$ cat src/rtl/zcv_pkg.sv
package zcv_pkg;
    localparam int CODE_W    = 7;
    localparam int GAIN_W    = 17;   // unsigned, 15 fraction bits
    localparam int FRAC_W    = 15;
    localparam int MUTE_CODE = 48;
    localparam int N_CODES   = 2 ** CODE_W;

    typedef enum logic {CH_SETTLED, CH_ARMED} ch_state_e;
    typedef logic [GAIN_W-1:0] gain_lut_t [N_CODES];

    // Walk down from +6 dB, multiplying by 10^(-1/20) each step.
    function automatic gain_lut_t build_gain_lut();
        gain_lut_t t;
        longint unsigned acc;
        acc = 64'd65381 << 24;
        for (int c = N_CODES - 1; c >= 0; c--) begin
            t[c] = (c < MUTE_CODE) ? '0 : GAIN_W'((acc + (64'd1 << 23)) >> 24);
            acc  = (acc * 64'd58409) >> 16;
        end
        return t;
    endfunction
endpackage

$ cat src/rtl/zcv_channel.sv
module zcv_channel
    import zcv_pkg::*;
#(
    parameter int SMP_W = 16
) (
    input  logic                    clk,
    input  logic                    rst_n,
    input  logic                    wr_hit,
    input  logic [CODE_W-1:0]       wr_code,
    input  logic                    wr_zc,
    input  logic                    smp_valid,
    input  logic signed [SMP_W-1:0] smp,
    output logic [CODE_W-1:0]       active_code
);
    ch_state_e         state_q, state_d;
    logic [CODE_W-1:0] act_q, act_d, pend_q, pend_d;
    logic              neg_q;
    logic              crossing;

    assign crossing = smp_valid && ((smp == '0) || (smp[SMP_W-1] != neg_q));

    always_ff @(posedge clk) begin
        if (!rst_n) begin
            state_q <= CH_SETTLED;
            act_q   <= '0;
            pend_q  <= '0;
            neg_q   <= 1'b0;
        end else begin
            state_q <= state_d;
            act_q   <= act_d;
            pend_q  <= pend_d;
            if (smp_valid) neg_q <= smp[SMP_W-1];
        end
    end

    always_comb begin
        state_d = state_q;
        act_d   = act_q;
        pend_d  = pend_q;
        if (wr_hit) begin
            if (wr_zc) begin
                state_d = CH_ARMED;
                pend_d  = wr_code;
            end else begin
                state_d = CH_SETTLED;
                act_d   = wr_code;
            end
        end else begin
            unique case (state_q)
                CH_SETTLED: ;
                CH_ARMED: if (crossing) begin
                    state_d = CH_SETTLED;
                    act_d   = pend_q;
                end
            endcase
        end
    end

    assign active_code = act_q;

    assert_force_write_R2: assert property (@(posedge clk) disable iff (!rst_n)
        (wr_hit && !wr_zc) |=> (active_code == $past(wr_code)));
    assert_gated_write_holds_R4: assert property (@(posedge clk) disable iff (!rst_n)
        (wr_hit && wr_zc) |=> $stable(active_code) && state_q == CH_ARMED);
    assert_cross_applies_R4: assert property (@(posedge clk) disable iff (!rst_n)
        (state_q == CH_ARMED && crossing && !wr_hit) |=> (active_code == $past(pend_q)));
    assert_no_timeout_R5: assert property (@(posedge clk) disable iff (!rst_n)
        (state_q == CH_ARMED && !crossing && !wr_hit) |=> $stable(active_code) && state_q == CH_ARMED);
endmodule

$ cat src/rtl/zcv_scaler.sv
module zcv_scaler
    import zcv_pkg::*;
#(
    parameter int SMP_W = 16
) (
    input  logic                    clk,
    input  logic                    rst_n,
    input  logic                    smp_valid,
    input  logic signed [SMP_W-1:0] smp,
    input  logic [CODE_W-1:0]       code,
    output logic signed [SMP_W-1:0] out_smp
);
    localparam int PROD_W = SMP_W + GAIN_W + 1;
    localparam gain_lut_t GAIN_LUT = build_gain_lut();
    localparam logic signed [PROD_W-1:0] SAT_HI = PROD_W'((2 ** (SMP_W - 1)) - 1);
    localparam logic signed [PROD_W-1:0] SAT_LO = -PROD_W'(2 ** (SMP_W - 1));

    logic signed [PROD_W-1:0] prod, shifted;
    logic signed [SMP_W-1:0]  sat;

    assign prod    = PROD_W'(smp) * $signed({1'b0, GAIN_LUT[code]});
    assign shifted = prod >>> FRAC_W;

    always_comb begin
        if (shifted > SAT_HI)      sat = SAT_HI[SMP_W-1:0];
        else if (shifted < SAT_LO) sat = SAT_LO[SMP_W-1:0];
        else                       sat = shifted[SMP_W-1:0];
    end

    always_ff @(posedge clk) begin
        if (!rst_n)         out_smp <= '0;
        else if (smp_valid) out_smp <= (code < CODE_W'(MUTE_CODE)) ? '0 : sat;
    end

    assert_muted_zero_R11: assert property (@(posedge clk) disable iff (!rst_n)
        (smp_valid && code < CODE_W'(MUTE_CODE)) |=> (out_smp == '0));
    assert_hold_idle_R9: assert property (@(posedge clk) disable iff (!rst_n)
        !smp_valid |=> $stable(out_smp));
endmodule

$ cat src/rtl/zc_stereo_volume.sv
module zc_stereo_volume
    import zcv_pkg::*;
#(
    parameter int SMP_W = 16
) (
    input  logic                    clk,
    input  logic                    rst_n,
    input  logic                    wr_en,
    input  logic                    wr_sel,
    input  logic [CODE_W-1:0]       wr_code,
    input  logic                    wr_mirror,
    input  logic                    wr_zc,
    input  logic                    in_valid,
    input  logic signed [SMP_W-1:0] in_l,
    input  logic signed [SMP_W-1:0] in_r,
    output logic                    out_valid,
    output logic signed [SMP_W-1:0] out_l,
    output logic signed [SMP_W-1:0] out_r,
    output logic [CODE_W-1:0]       vol_l,
    output logic [CODE_W-1:0]       vol_r,
    output logic                    mute_l,
    output logic                    mute_r
);
    localparam int N_CH = 2;

    logic signed [SMP_W-1:0] smp_in  [N_CH];
    logic signed [SMP_W-1:0] smp_out [N_CH];
    logic [CODE_W-1:0]       code    [N_CH];

    assign smp_in[0] = in_l;
    assign smp_in[1] = in_r;

    for (genvar ch = 0; ch < N_CH; ch++) begin : g_ch
        logic hit;
        assign hit = wr_en && (wr_mirror || (wr_sel == (ch == 1)));

        zcv_channel #(.SMP_W(SMP_W)) u_chan (
            .clk        (clk),
            .rst_n      (rst_n),
            .wr_hit     (hit),
            .wr_code    (wr_code),
            .wr_zc      (wr_zc),
            .smp_valid  (in_valid),
            .smp        (smp_in[ch]),
            .active_code(code[ch])
        );

        zcv_scaler #(.SMP_W(SMP_W)) u_scale (
            .clk      (clk),
            .rst_n    (rst_n),
            .smp_valid(in_valid),
            .smp      (smp_in[ch]),
            .code     (code[ch]),
            .out_smp  (smp_out[ch])
        );
    end

    always_ff @(posedge clk) begin
        if (!rst_n) out_valid <= 1'b0;
        else        out_valid <= in_valid;
    end

    assign out_l  = smp_out[0];
    assign out_r  = smp_out[1];
    assign vol_l  = code[0];
    assign vol_r  = code[1];
    assign mute_l = code[0] < CODE_W'(MUTE_CODE);
    assign mute_r = code[1] < CODE_W'(MUTE_CODE);

    assert_valid_follows_R9: assert property (@(posedge clk) disable iff (!rst_n)
        in_valid |=> out_valid);
    assert_valid_drops_R9: assert property (@(posedge clk) disable iff (!rst_n)
        !in_valid |=> !out_valid);
    assert_mirror_both_R3: assert property (@(posedge clk) disable iff (!rst_n)
        (wr_en && wr_mirror && !wr_zc) |=> (vol_l == vol_r));
endmodule

$ cat config.mk
export PLATFORM = sky130hd
export DESIGN_NAME = zc_stereo_volume
export DESIGN_NICKNAME = d
export VERILOG_FILES = /design/src/rtl/zcv_pkg.sv /design/src/rtl/zcv_channel.sv /design/src/rtl/zcv_scaler.sv /design/src/rtl/zc_stereo_volume.sv
export SDC_FILE = /design/constraint.sdc
export NUM_CORES = 1
export LEC_CHECK = 0
export ABC_AREA = 1
export BUFFER_PORTS_ARGS = -buffer_cell sky130_fd_sc_hd__buf_2
export CAP_MARGIN = 20
export CORE_MARGIN = 1
export CORE_UTILIZATION = 45
export DETAILED_ROUTE_END_ITERATION = 8
export RECOVER_POWER = 100
export SLEW_MARGIN = 30
export SYNTH_ARGS = -nofsm -noshare
export SYNTH_HDL_FRONTEND = slang
export SYNTH_HIERARCHICAL = 1
export SYNTH_SLANG_ARGS = --single-unit
export TNS_END_PERCENT = 50
$ cat constraint.sdc
create_clock -name clk -period 9.8 [get_ports clk]
set_input_delay 0.49 -clock clk [delete_from_list [all_inputs] [get_ports clk]]
set_output_delay 0.49 -clock clk [all_outputs]
set_load 0.1 [all_outputs]
# After elaboration in Yosys (flattened, before gate mapping)
# Memories as Yosys holds them, arrays and structs flattened.
# Index checks and enable logic that the tools add are counted.
[totals]
wordCells = 72
out_inout_bits = 49
register_bits = 65
rom_bits = 4352
n_memories = 2
[op_classes]
eq_ne = 4
n_lt_le_gt_ge = 8
bitwise_logic = 3
mul = 2
reduce_logical = 18
mux = 24
[memory_table]
columns = ["memory", "words", "word_bits", "rd", "rd_clocked_by_memory_dff", "write_ports", "line_no", "source"]
rows = [
  ["(no name shown)", 128, 17, 1, 0, 0, "zcv_scaler.sv:21", "assign prod = PROD_W'(smp) * $signed({1'b0, GAIN_LUT[code]});"],
  ["(no name shown)", 128, 17, 1, 0, 0, "zcv_scaler.sv:21", ""],
]
[ops]
columns = ["cell", "n"]
rows = [
  ["$mux W16", 6],
  ["$mul A16 B18 Y34", 2],
  ["$mux W17", 4],
  ["$mux W7", 7],
  ["$gt A19 B16 Y1 const B", 2],
  ["$lt A19 B16 Y1 const B", 2],
  ["$logic_not A16 Y1", 2],
  ["$ge A8 B8 Y1 const B", 2],
  ["$not A7 Y8", 2],
  ["$lt A7 B6 Y1 const B", 2],
  ["$reduce_bool A2 Y1", 4],
  ["$mux W1", 7],
  ["$reduce_and A3 Y1", 2],
  ["$logic_and A1 B1 Y1", 4],
  ["$logic_or A1 B1 Y1", 4],
  ["$ne A2 B2 Y1 const B", 2],
  ["$reduce_and A2 Y1", 2],
  ["$ne A1 B1 Y1", 2],
  ["$not A1 Y1", 1],
]

# Depth between registers and ports, before layout
[depth]
depth_word = 9
ltp_mapped = 45

# By module
# The synthesis kept the hierarchy.
[by_module_without_submodules]
columns = ["mod", "instances", "area_each_um2", "seq_area_each_um2", "cells_each"]
rows = [
  ["zcv_scaler (g_ch[1].u_scale)", 1, 10879.2, 320.3, 1505],
  ["zcv_scaler (g_ch[0].u_scale)", 1, 10736.5, 320.3, 1480],
  ["zcv_channel", 2, 777.0, 320.3, 107],
  ["zc_stereo_volume", 1, 61.3, 20.0, 10],
]

# Least setup slack after synthesis
# No wires, ideal clock.
[synth_timing]
path_type = "reg2reg"
from = "reg g_ch[0].u_chan.act_q[0]"
to = "reg g_ch[0].u_scale.out_smp[0]"
slack_ns = 1.635
required_ns = 9.657
n_path_buf = 2
setup_ns = 0.143
arrival_time_ns = 8.022
stages_incl_launch_ff = 37
path_cell_list = "dfxtp_1 > inv_1 > ha_1 > inv_2 > nand2_1 > nand2_1 > nand2_1 > a21oi_1 > a211oi_1 > o311ai_0 > nand2_1 > inv_1 > clkbuf_1 > nor2_1 > fa_1 > fa_1 > fa_1 > fa_1 > fa_1 > inv_1 > fa_1 > inv_1 > ha_1 > a21o_1 > a31oi_1 > o21ai_0 > a31oi_1 > nand2_1 > nand2_1 > nand3_1 > nand2_1 > nand2_1 > o21ai_2 > buf_4 > nand2_1 > nand2_1 > a21oi_2"
[synth_between]
elab_chain_len = 9
elab_cells_between_ends = 11
cone_classes = "mul (1); order compare (3); mux (5); bitwise (1); memory (1)"
[synth_lines]
columns = ["element", "line_no", "source"]
rows = [
  ["start, declared", "zcv_channel.sv:16", "logic [CODE_W-1:0] act_q, act_d, pend_q, pend_d;"],
  ["start signal, assigned", "zcv_channel.sv:30", "act_q <= act_d;"],
  ["$not A7 Y8 (not written as such)", "zcv_scaler.sv:21", ""],
  ["$mem_v2 Z128 W17", "-", ""],
  ["$mux W17 (not written as such) (2 in a row)", "zcv_scaler.sv:21", ""],
  ["$mul A16 B18 Y34", "zcv_scaler.sv:21", ""],
  ["$lt A19 B16 Y1", "zcv_scaler.sv:26", "else if (shifted < SAT_LO) sat = SAT_LO[SMP_W-1:0];"],
  ["$mux W16", "zcv_scaler.sv:26", ""],
  ["$mux W16", "zcv_scaler.sv:25", "if (shifted > SAT_HI) sat = SAT_HI[SMP_W-1:0];"],
  ["$mux W16 *", "zcv_scaler.sv:32", "else if (smp_valid) out_smp <= (code < CODE_W'(MUTE_CODE)) ? '0 : sat;"],
  ["end signal, assigned", "zcv_scaler.sv:32", ""],
  ["end, declared", "zcv_scaler.sv:11", "output logic signed [SMP_W-1:0] out_smp"],
]
# Mark *: on every way between the ends. The rest lies on a longest branch, timed or not. The select of a mux whose other input is x is not followed.
# A chain may end at the register's enable or synchronous reset.

# Worst setup path in the final report
[layout_timing]
from = "reg g_ch[0].u_chan.act_q[0]"
to = "reg g_ch[0].u_scale.out_smp[6]"
# Same word-level chain as after synthesis.

==> results <==
- Of the available clock period, the critical path in the final layout requires 0.9130.
- The tree is rooted in a sky130_fd_sc_hd__clkbuf_16.
- For this run, the register share of the synthesized area comes to 0.05601.
- STA classifies the critical path startpoint as a register.
- The count of pins on the block boundary is 95.
- The number of DRC markers in iteration 0 is 1754.
- Along the worst hold path, the cell count comes to 3.
- Dividing total power by cell area gives a power density of 81.50 mW/mm^2.
- The initial antenna violation count is 0.
- The clock net in this run drives a total of 65 sinks.
- The level count of the clock H-tree is 3.
- Entering global routing, the biggest net connects 37 pins.
- The per-cell via count in the routed design is 5.410.
- Once the clock tree was built, the resizer swapped 0 gates to a different size.
- Synthesis inferred 65 register bits.
- During placement, the flow inserted port buffers numbering 94.
- The prevailing post-synth register cell is sky130_fd_sc_hd__dfxtp_1.
- In the final routed layout, each cell accounts on average for 19.24 um.
- The clock passes through at most 2 buffers.
- The total core area is 0.05058 sq mm.
- The peak ir drop on the vdd network is 0.09646 mV.
- The top metal layer carrying routed signals is met4.
- The measured slew at the worst slew-check pin is 1833 ps.
- After synthesis, the cell types taking the most area are sky130_fd_sc_hd__fa_1 33%, sky130_fd_sc_hd__ha_1 14%, sky130_fd_sc_hd__nand2_1 11%, sky130_fd_sc_hd__inv_1 10%, sky130_fd_sc_hd__nor2_1 7.6%.
- The number of setup buffers added after CTS is 0.
- The first detailed-routing pass took 6 iterations.
- The commonest cells after synthesis are 703 x sky130_fd_sc_hd__nand2_1, 646 x sky130_fd_sc_hd__inv_1, 469 x sky130_fd_sc_hd__nor2_1, 386 x sky130_fd_sc_hd__fa_1, 258 x sky130_fd_sc_hd__ha_1.
- The via count of the first global-routing pass was around 22000.
- The y dimension of the die is around 230 um.
- STA classifies the critical path endpoint as a register.
- The critical path required time is 10020 ps.
- Of all cell types, the one taking the most synthesized area is sky130_fd_sc_hd__fa_1.
- Counting buffers and inverters, the worst setup path is 32 cells deep.
- The worst path arrival time is 9170 ps.
- The initialized floorplan defines 82 standard-cell rows.
- After synthesis, the mean cell area works out to 7.239 sq um.
- The detailed-route DRC error count is 0.
- The routed wire length on met3 is 6.577 mm.
- The final layout contains 3935 nets.
- The share of synthesized registers carrying an async set or reset is 0.
- The maximum achievable frequency is ~110 MHz.
- The final number of hold-violating endpoints is 0.
- The kind of cell with the highest combined delay on the critical path is adder cells.
- Together, buffers and inverters on the worst path number 5.
- After synthesis the cells add up to between 0.02 and 0.025 sq mm.
- Counting every net in the synthesized netlist gives 3899.
- The worst-path cell with the longest stage delay is sky130_fd_sc_hd__fa_1.
- For this block, wires on met1 add up to roughly 32 mm.
- The first global-routing pass estimated 122.9 mm of wire.
- The number of enable flip-flop cells after synthesis is 0.
- In the detailed route, the total length drawn on met2 is between 30 and 40 mm.
- The tool flagged a number of max-cap violations equal to 1.
- The last weighted congestion value of the routability-driven placer is 0.9981.
- In this run the worst hold path is classified as in -> reg.
- Setup repair after global routing left no endpoint under its margin.
- For the worst flop-to-flop path, the logic depth is 32.
- Global routing finished with a remaining overflow of 0.
- The run finished, with violations left.
- The number of distinct library cells after synthesis is 57.
- The ratio of cells with drive above 1 in the final layout is 0.05323.
- The number of clock buffers added by TritonCTS is 9.
- TritonCTS built the clock tree.
- The tightest slew margin relative to the limit is -0.2221.
- Among all cell types in the netlist, the one instantiated most often is sky130_fd_sc_hd__nand2_1.
- The clock arrives with 9.421 ps of skew.
- After routing, the total negative slack on setup checks comes to 0 ps.
- The type of the worst setup path is reg -> reg.
- The number of nets with antenna violations after detailed routing is 0.
- The share of synthesized area in the top cell type comes to 0.3326.
- Detailed placement ended at an HPWL of a little over 60 mm.
- Before CTS, the worst setup slack after placement is slightly above 1000 ps.
- The initial standard-cell utilization of the core is 0.4593.
- The number of hold buffers added after cts is 0.
- The total wirelength of the detailed-routed design is 75.45 mm.
- 0 antenna diodes ended up in the layout.
- Compared with the post-synthesis result, the final layout area differs by 4.933%.
- In this run the horizontal extent of the chip is 229.2 um.
- The maximum fanout along the worst path is 15.
- The floorplan die area is 0.05254 sq mm.
- The leakage component of the power is 12.84 nW.
- The final number of max-transition violations is 26.
- In this design, the critical path's most frequently occurring cell is sky130_fd_sc_hd__nand2_1.
- In the synthesized netlist, the number of instances is approximately 3200.
- The post-layout worst setup margin is 852.3 ps.
- Setup violations remaining at the end of the flow were counted as 0.
- The final reports fail on max-capacitance violations, max-slew violations.
- The clock-pin slew reported for the worst setup and hold paths after clock tree synthesis is 70 ps.
- The final critical delay including setup and external delays is 8948 ps.
- For this run, the slowest stage of the critical path takes between 600 and 700 ps.
- Clock latency on the worst-skew pair, taken at its later pin, is 370 ps.
- For this run, the number of Yosys warnings is 6.
- The aggregate global-route resource usage is 0.2986.
- Summing over every cut layer, the via total after detailed routing is between 20000 and 25000.
## kinds of logic (layout without fill, tap and decap cells)
logic type,Yosys count,in the layout,synth area share
AO/OA/AOI/OAI,343,343,0.08951
XOR/XNOR,31,31,0.01169
adder cells (fa/ha/maj),644,644,0.4716
buffers and inverters,769,810,0.1314
flip-flops,65,65,0.05601
multiplexers,14,14,0.006032
AND/OR/NAND/NOR,1343,1343,0.2337
## power by group
group	internal, W	total [W]	leakage (nW)	switching, W
registers	0.000277	0.000293	0.530	0.0000160
clock network	0.000204	0.000354	0.145	0.000150
logic	0.000430	0.00134	12.2	0.000909
total	0.000911	0.00199	12.8	0.00108
## per-layer routing
| layer | vias to the layer above | global-route usage |
|---|---|---|
| met5 | - | 0 |
| met4 | 0 | 0.09833 |
| met1 | 10350 | 0.3996 |
| li1 | 9813 | - |
| met3 | 142 | 0.06437 |
| met2 | 915 | 0.4786 |
## area by class of cell
cell class	count	area, sq um
fillers	5219	26200
well taps	672	840.8
inverters	680	2557
clock inverters	6	67.56
clock buffers	10	239.0
multi-input cells	2375	18810
repair buffers	114	556.8
flip-flops and latches	65	1301
## worst register-to-register path: cells and delay by family, from the launching register on
kind | cells | cell delay (ps)
DFF | 1 | 570
AOI/OAI and AO/OA | 9 | 1780
buffers and inverters | 5 | 850
adders and majority gates | 8 | 4060
and+or+nand+nor | 10 | 1530
## flip-flops by register name, indices dropped and copies added (netlist names)
name                     cells
out_valid                    1
g_ch.u_chan/neg_q            2
g_ch.u_scale/out_smp        32
g_ch.u_chan/state_q          2
g_ch.u_chan/pend_q          14
g_ch.u_chan/active_code     14
## layout by cell type (no fill, tap or decap), types with 4 or more instances in the layout
| master | instances |
|---|---|
| sky130_fd_sc_hd__a2111oi_0 | 4 |
| sky130_fd_sc_hd__a21boi_0 | 5 |
| sky130_fd_sc_hd__a21o_1 | 9 |
| sky130_fd_sc_hd__a21oi_1 | 141 |
| sky130_fd_sc_hd__a21oi_2 | 12 |
| sky130_fd_sc_hd__a31oi_1 | 24 |
| sky130_fd_sc_hd__and3_1 | 4 |
| sky130_fd_sc_hd__buf_2 | 43 |
| sky130_fd_sc_hd__buf_4 | 20 |
| sky130_fd_sc_hd__clkbuf_1 | 51 |
| sky130_fd_sc_hd__clkbuf_16 | 9 |
| sky130_fd_sc_hd__clkinv_1 | 23 |
| sky130_fd_sc_hd__dfxtp_1 | 65 |
| sky130_fd_sc_hd__fa_1 | 386 |
| sky130_fd_sc_hd__ha_1 | 258 |
| sky130_fd_sc_hd__inv_1 | 647 |
| sky130_fd_sc_hd__inv_2 | 9 |
| sky130_fd_sc_hd__mux2i_1 | 14 |
| sky130_fd_sc_hd__nand2_1 | 706 |
| sky130_fd_sc_hd__nand2_2 | 36 |
| sky130_fd_sc_hd__nand3_1 | 75 |
| sky130_fd_sc_hd__nand3_2 | 10 |
| sky130_fd_sc_hd__nand4_1 | 10 |
| sky130_fd_sc_hd__nor2_1 | 469 |
| sky130_fd_sc_hd__nor2_2 | 11 |
| sky130_fd_sc_hd__nor3_1 | 12 |
| sky130_fd_sc_hd__o211ai_1 | 9 |
| sky130_fd_sc_hd__o21a_1 | 5 |
| sky130_fd_sc_hd__o21ai_0 | 93 |
| sky130_fd_sc_hd__o21ai_1 | 4 |
| sky130_fd_sc_hd__o221ai_1 | 4 |
| sky130_fd_sc_hd__o311ai_0 | 5 |
| sky130_fd_sc_hd__xnor2_1 | 14 |
| sky130_fd_sc_hd__xor2_1 | 17 |
## stage by stage
step	power (W)	cell area, sq um	std cells	util	hold slack, ps
2_1_floorplan	0.001241	23230	3209	-	444.7
5_1_grt	0.002174	24380	3922	0.4819	402.2
4_1_cts	0.001992	24500	3922	0.4844	386.7
3_3_place_gp	0.001630	24200	3906	0.4784	451.0
6_report	0.001987	24380	3922	0.4819	401.3
3_5_place_dp	0.001616	24200	3906	0.4784	456.4
## path summary, 6_finish.rpt
kind / startpoint / endpoint / slack, ps
setup reg to reg: g_ch[0].u_chan/active_code[0]$_SDFFE_PN0P_ / g_ch[0].u_scale/out_smp[6]$_SDFFE_PN0P_ / 850
hold reg to reg: g_ch[0].u_scale/out_smp[15]$_SDFFE_PN0P_ / g_ch[0].u_scale/out_smp[15]$_SDFFE_PN0P_ / 470
hold / removal: wr_code[0] / g_ch[1].u_chan/pend_q[0]$_SDFFE_PN0P_ / 400
setup / recovery: g_ch[0].u_chan/active_code[0]$_SDFFE_PN0P_ / g_ch[0].u_scale/out_smp[6]$_SDFFE_PN0P_ / 850
Power figures use the tool's default switching activity.
